[src/rtl/gw_sem_pkg.sv]
// Package: shared offsets, identifiers and the decoded-access type
// for the gateway ownership semaphore.
package gw_sem_pkg;
    // Register byte offsets from the capability base.
    localparam int unsigned OFS_HDR = 'h00;
    localparam int unsigned OFS_CNT = 'h08;
    localparam int unsigned OFS_SEM = 'h0C;

    // Identifier reported in the header word, bits 7:0.
    localparam int unsigned CAP_IDENT = 'h09;

    // One decoded access; at most one hit flag is set.
    typedef struct packed {
        logic rd;       // read request this cycle
        logic wr;       // write request this cycle
        logic hit_hdr;  // header word addressed
        logic hit_cnt;  // token counter addressed
        logic hit_sem;  // semaphore addressed
    } gw_access_t;
endpackage

[src/rtl/gw_reg_decode.sv]
// Module: gw_reg_decode
// Turns a raw request into a decoded access. Only exact byte offsets
// match; anything else is an unmapped access.
// Assumes: req_addr is stable while req_valid is high in a cycle.
module gw_reg_decode #(
    parameter int ADDR_W = 8
) (
    input  logic                    req_valid,
    input  logic                    req_write,
    input  logic [ADDR_W-1:0]       req_addr,
    output gw_sem_pkg::gw_access_t  acc
);
    import gw_sem_pkg::*;

    localparam logic [ADDR_W-1:0] A_HDR = ADDR_W'(OFS_HDR);
    localparam logic [ADDR_W-1:0] A_CNT = ADDR_W'(OFS_CNT);
    localparam logic [ADDR_W-1:0] A_SEM = ADDR_W'(OFS_SEM);

    // Decode direction and target register.
    always_comb begin
        acc.rd      = req_valid && !req_write;
        acc.wr      = req_valid &&  req_write;
        acc.hit_hdr = (req_addr == A_HDR);
        acc.hit_cnt = (req_addr == A_CNT);
        acc.hit_sem = (req_addr == A_SEM);
    end
endmodule

[src/rtl/gw_token_counter.sv]
// Module: gw_token_counter
// Token source. Advances by one on each counter read and skips zero,
// so a token handed out is never zero. token_next is the value the
// current read returns and the register holds after the edge.
// Assumes: CNT_W >= 2.
module gw_token_counter #(
    parameter int CNT_W = 16
) (
    input  logic             clk,
    input  logic             rst_n,
    input  logic             take,
    output logic [CNT_W-1:0] token_next
);
    localparam logic [CNT_W-1:0] ONE = CNT_W'(1);

    logic [CNT_W-1:0] cnt_q;
    logic [CNT_W-1:0] inc;

    // Compute the next token, stepping over zero at the wrap.
    always_comb begin
        inc        = cnt_q + ONE;
        token_next = (inc == '0) ? ONE : inc;
    end

    // Hold the last token handed out.
    always_ff @(posedge clk) begin
        if (!rst_n)
            cnt_q <= '0;
        else if (take)
            cnt_q <= token_next;
    end

    // a taken token is never zero.
    p_token_nonzero_r3: assert property (@(posedge clk) disable iff (!rst_n)
        take |=> (cnt_q != '0));

    // the counter moves only on a read.
    p_idle_hold_r2: assert property (@(posedge clk) disable iff (!rst_n)
        !take |=> $stable(cnt_q));
endmodule

[src/rtl/gw_sem_reg.sv]
// Module: gw_sem_reg
// The ownership semaphore. Zero means free. A nonzero write lands
// only on a free semaphore; a zero write always frees it.
// Assumes: wr is a single-cycle qualified write strobe.
module gw_sem_reg #(
    parameter int DATA_W = 32
) (
    input  logic              clk,
    input  logic              rst_n,
    input  logic              wr,
    input  logic [DATA_W-1:0] wdata,
    output logic [DATA_W-1:0] sem
);
    logic is_free;
    logic release_req;

    // Classify the write against the current state.
    always_comb begin
        is_free     = (sem == '0);
        release_req = (wdata == '0);
    end

    // Apply the acceptance rule.
    always_ff @(posedge clk) begin
        if (!rst_n)
            sem <= '0;
        else if (wr && (release_req || is_free))
            sem <= wdata;
    end

    // a claim on a free semaphore stores the token.
    p_claim_r5: assert property (@(posedge clk) disable iff (!rst_n)
        (wr && is_free) |=> (sem == $past(wdata)));

    // a nonzero write to a held semaphore leaves it unchanged.
    p_held_stable_r6: assert property (@(posedge clk) disable iff (!rst_n)
        (wr && !is_free && !release_req) |=> $stable(sem));

    // a zero write always frees it.
    p_release_r7: assert property (@(posedge clk) disable iff (!rst_n)
        (wr && release_req) |=> (sem == '0));

    // without a write the semaphore holds.
    p_no_write_hold_r4: assert property (@(posedge clk) disable iff (!rst_n)
        !wr |=> $stable(sem));
endmodule

[src/rtl/gw_owner_sem.sv]
// Module: gw_owner_sem (top)
// Register pair that arbitrates ownership of a shared gateway: a
// header word with the capability ID, a zero-skipping token counter
// and a semaphore, on a 32-bit read/write port with one-cycle read
// latency.
// Assumes: CNT_W <= DATA_W and DATA_W >= 8.
module gw_owner_sem #(
    parameter int ADDR_W = 8,
    parameter int DATA_W = 32,
    parameter int CNT_W  = 16
) (
    input  logic              clk,
    input  logic              rst_n,
    input  logic              req_valid,
    input  logic              req_write,
    input  logic [ADDR_W-1:0] req_addr,
    input  logic [DATA_W-1:0] req_wdata,
    output logic              rsp_valid,
    output logic [DATA_W-1:0] rsp_rdata
);
    import gw_sem_pkg::*;

    localparam logic [DATA_W-1:0] HDR_WORD = DATA_W'(CAP_IDENT);

    gw_access_t        acc;
    logic [CNT_W-1:0]  token_next;
    logic [DATA_W-1:0] sem;
    logic [DATA_W-1:0] rd_mux;

    gw_reg_decode #(.ADDR_W(ADDR_W)) u_dec (
        .req_valid (req_valid),
        .req_write (req_write),
        .req_addr  (req_addr),
        .acc       (acc)
    );

    gw_token_counter #(.CNT_W(CNT_W)) u_cnt (
        .clk        (clk),
        .rst_n      (rst_n),
        .take       (acc.rd && acc.hit_cnt),
        .token_next (token_next)
    );

    gw_sem_reg #(.DATA_W(DATA_W)) u_sem (
        .clk   (clk),
        .rst_n (rst_n),
        .wr    (acc.wr && acc.hit_sem),
        .wdata (req_wdata),
        .sem   (sem)
    );

    // Select the read data for the addressed register.
    always_comb begin
        if (acc.hit_hdr)
            rd_mux = HDR_WORD;
        else if (acc.hit_cnt)
            rd_mux = DATA_W'(token_next);
        else if (acc.hit_sem)
            rd_mux = sem;
        else
            rd_mux = '0;
    end

    // Register the read response.
    always_ff @(posedge clk) begin
        if (!rst_n) begin
            rsp_valid <= 1'b0;
            rsp_rdata <= '0;
        end else begin
            rsp_valid <= acc.rd;
            if (acc.rd)
                rsp_rdata <= rd_mux;
        end
    end

    // a read is answered in the next cycle.
    p_read_answer_r9: assert property (@(posedge clk) disable iff (!rst_n)
        (req_valid && !req_write) |=> rsp_valid);

    // no response without a read.
    p_no_spurious_r9: assert property (@(posedge clk) disable iff (!rst_n)
        !(req_valid && !req_write) |=> !rsp_valid);

    // a header read returns the identifier.
    p_header_r8: assert property (@(posedge clk) disable iff (!rst_n)
        (acc.rd && acc.hit_hdr) |=> (rsp_rdata == HDR_WORD));

    // At most one register is addressed at a time.
    p_onehot_hit_r10: assert property (@(posedge clk) disable iff (!rst_n)
        $onehot0({acc.hit_hdr, acc.hit_cnt, acc.hit_sem}));
endmodule

[config.mk]
export PLATFORM = sky130hd
export DESIGN_NAME = gw_owner_sem
export DESIGN_NICKNAME = d
export VERILOG_FILES = /design/src/rtl/gw_sem_pkg.sv /design/src/rtl/gw_reg_decode.sv /design/src/rtl/gw_token_counter.sv /design/src/rtl/gw_sem_reg.sv /design/src/rtl/gw_owner_sem.sv
export SDC_FILE = /design/constraint.sdc
export NUM_CORES = 1
export LEC_CHECK = 0
export BUFFER_PORTS_ARGS = -buffer_cell sky130_fd_sc_hd__clkbuf_2
export CAP_MARGIN = 20
export CORE_AREA = 8 8 91 93
export DETAILED_ROUTE_END_ITERATION = 8
export DIE_AREA = 0 0 99 101
export PLACE_DENSITY = 0.89
export RECOVER_POWER = 25
export SLEW_MARGIN = 25
export SYNTH_ARGS = -nofsm -noshare
export SYNTH_HDL_FRONTEND = slang
export SYNTH_HIERARCHICAL = 1
export SYNTH_SLANG_ARGS = --single-unit
[constraint.sdc]
create_clock -name clk -period 4.14 [get_ports clk]
set_input_delay 0.828 -clock clk [delete_from_list [all_inputs] [get_ports clk]]
set_output_delay 0.828 -clock clk [all_outputs]
set_load 0.05 [all_outputs]
==> results.md <==
* Outcome: finished with violations
* Failing checks: max-capacitance violations, max-slew violations
* P_leak at between 0.0015 and 0.002 µW
* Ant diodes at 0
* Setup bufs post-CTS at 0
* Cts repair resizes at 0
* Drc violations at 0
* Synth warn at 6
* FP Rows at 31
* Sequential area share after synthesis at 0.4171
* CTS Sinks at 81
* Hold Startpoint: u_sem/sem[15]$_SDFFE_PN0P_
* RD Place Congestion at about 0.85
* Final setup vio count at 0
* H-tree depth at 3
* CTS root buf: clkbuf_8
* Die Wd at 99 µm
* Synthesized area per cell at ~9.1 µm²
* RR Startpoint: u_cnt/cnt_q[0]$_SDFFE_PN0P_
* CP Max Fanout at 16
* Net count, final at roughly 520
* Final Util at 0.6295
* Reg clk slew, reported paths at 80 ps
* First-pass GRT wire length at ~16000 µm
* Critical path arrival at roughly 3500 ps
* Post-Syn Nets at 470
* DPL Wire Length at between 6000 and 7000 µm
* Max Cap Viol at 1
* CP required at ~4400 ps
* Final hold viol count at 0
* Final min period at 3250 ps
* Compound-Gate Fraction of Synth Area at 0.09720
* CP Class: input pin to register
* CTS tree: built
* Area grow syn2layout at 12.42%
* Final setup TNS at 0 ps
* RSZ-0062 raised after global routing: no
* Port-buffer cells at between 70 and 80
* ANT nets after route at 0
* Clock latency at the later pin of the worst-skew pair at roughly 350 ps
* Vias per inst at approximately 6
* Post-Synth Adder-Cell Area at 0.003219
* Maximum VDD drop at approximately 0.22 mV
* Post-Synth Simple-Gate Area at 0.2681
* Core Area at roughly 7000 µm²
* Initial DRT Pass Iterations at 9
* Main combinational cell family by area after synthesis: simple AND/OR/NAND/NOR gates
* CTS buffer count at 9
* Number of global-route vias before repair at around 3300
* Vert. Die Dim at 101 µm
* Pwr Density at ~350 nW/µm²
* GR Util All Layers at 0.1989
* Critical path capture point type: register
* Detailed Route WL at roughly 9900 µm
* Leading cell types by total area after synthesis: dfxtp_1 (42%), mux2i_1 (8.5%), nand2_1 (7.3%)
* Routed wire per std cell at 17.55 µm
* Initial drt markers at a little under 400
* Clk buf depth at 2
* Routed via count at 3440
* Post-synth top flop: dfxtp_1
* Initial core utilization at 0.5599
* Async S/R FF share, synth at 0
* #FFs+latches synth at 81
* Cell Area, Synth at 3887 µm²
* Initial antenna violation count at 0
* Worst Setup SP: req_addr[1]
* Largest net degree at the start of global routing at 63
* Cells after synthesis at about 430
* Post-synth EDFFs at 0
* Library cells used by synthesis at 43
* IO Pins at between 70 and 80
* Clock Skew at between 9 and 10 ps
* Die area at approximately 10000 µm²
* Synth Area in XOR/XNOR at 0.06984
* Grt ovf at 0
* Synth top area share at 0.4171
* Synth area leader: dfxtp_1
* Hold Slack at approximately 480 ps
* Mux share of post-synthesis cell area at 0.08497
* HP Class: register to register
* Period utilization at 0.7851
* Final Max Tran Viols at 63
* Slew headroom at -0.4768
* Critical path startpoint category: input pin
* Max Clk Rate at 0.3076 GHz
* Share of cells above drive strength 1 at 0.1470
* Hold_buf cts at 0
* Slew @ Worst Pin at 2215 ps
-- cells by family (layout without fill, tap and decap cells) --
kind of cell | Yosys count | count (layout)
and+or+nand+nor | 192 | 192
DFF | 81 | 81
AOI/OAI and AO/OA | 47 | 47
buffers and inverters | 40 | 98
muxes | 33 | 33
xor gates and xnor gates | 31 | 31
adders and majority gates | 1 | 1
-- layer usage --
| layer | vias up | track usage | routed length (µm) |
|---|---|---|---|
| met4 | 0 | 0.1251 | 384 |
| met3 | 38 | 0.04972 | 696 |
| met2 | 152 | 0.3259 | 4755 |
| met5 | - | 0 | 0 |
| li1 | 1605 | - | - |
| met1 | 1645 | 0.2280 | 4081 |
-- worst max-delay path, stage by stage --
cell and delay (ps):
clkbuf_2 80, or4_4 540, nor4_1 560, and2_1 640
inv_1 160, or2_2 360, xnor2_1 140, and2_1 170
-- flip-flops by register name, indices dropped and copies added (netlist names) --
| name | count |
|---|---|
| rsp_rdata | 32 |
| u_sem/sem | 32 |
| u_cnt/cnt_q | 16 |
| rsp_valid | 1 |
-- cells in the mapped netlist (3+ instances only) --
| cell | count |
|---|---|
| xor2_1 | 6 |
| nor4_1 | 18 |
| nor2_1 | 5 |
| nand4_1 | 11 |
| o21ai_0 | 3 |
| nand3_1 | 9 |
| mux2i_1 | 33 |
| nor2b_1 | 31 |
| buf_12 | 3 |
| buf_6 | 3 |
| and3_1 | 4 |
| nand2_1 | 76 |
| inv_1 | 4 |
| a22oi_1 | 18 |
| a21oi_1 | 3 |
| dfxtp_1 | 81 |
| buf_2 | 8 |
| and2_1 | 21 |
| a222oi_1 | 14 |
| clkbuf_1 | 21 |
| xnor2_1 | 25 |
-- cells in the final DEF (no fill, tap or decap), drive strengths merged, types with 2 or more instances in the layout --
cell	count
nand3	9
bufinv	3
xor2	6
a222oi	14
or4	3
and4	2
nor4	19
clkinv	3
and3	4
o21ai	3
dfxtp	81
nand4	12
mux2i	33
buf	2
a31oi	2
a22oi	18
inv	3
xnor2	25
nand2	76
and2	21
nor3	3
nor2	5
clkbuf	87
or3	2
a211o	2
a21oi	3
nor2b	31
-- area by class of cell --
class	count	area, µm²
fill	565	2572
multi-input combinational	304	2036
sequential	81	1622
timing repair buffer	78	360.3
clock buffer	11	131.4
clock inverter	5	103.9
tap	82	102.6
inverter	4	15.01
-- path summary, 6_finish.rpt --
path	end	slack, ps	depth (start not counted)
setup / recovery	u_cnt/cnt_q[6]$_SDFFE_PN0P_	890	8
hold / removal	u_sem/sem[15]$_SDFFE_PN0P_	480	2
setup reg to reg	rsp_rdata[1]$_SDFFE_PN0P_	1350	9
hold reg to reg	u_sem/sem[15]$_SDFFE_PN0P_	480	2
-- power by group --
group | switching [µW] | internal (µW) | total (µW)
clock network | 280 | 401 | 681
logic | 46.2 | 28.0 | 74.3
registers | 0.872 | 780 | 781
-- through the flow --
stage	total power (µW)	cell area, µm²	worst slack, ps	cells
after floorplan	836.9	3887	1149	425
after global placement	870.5	4170	762.1	549
after detailed placement	872.1	4170	638.2	549
after CTS	1543	4405	960.7	565
after global routing	1583	4370	666.7	565
final	1536	4370	889.5	565
Note: power is estimated with default switching activity, not from simulation.
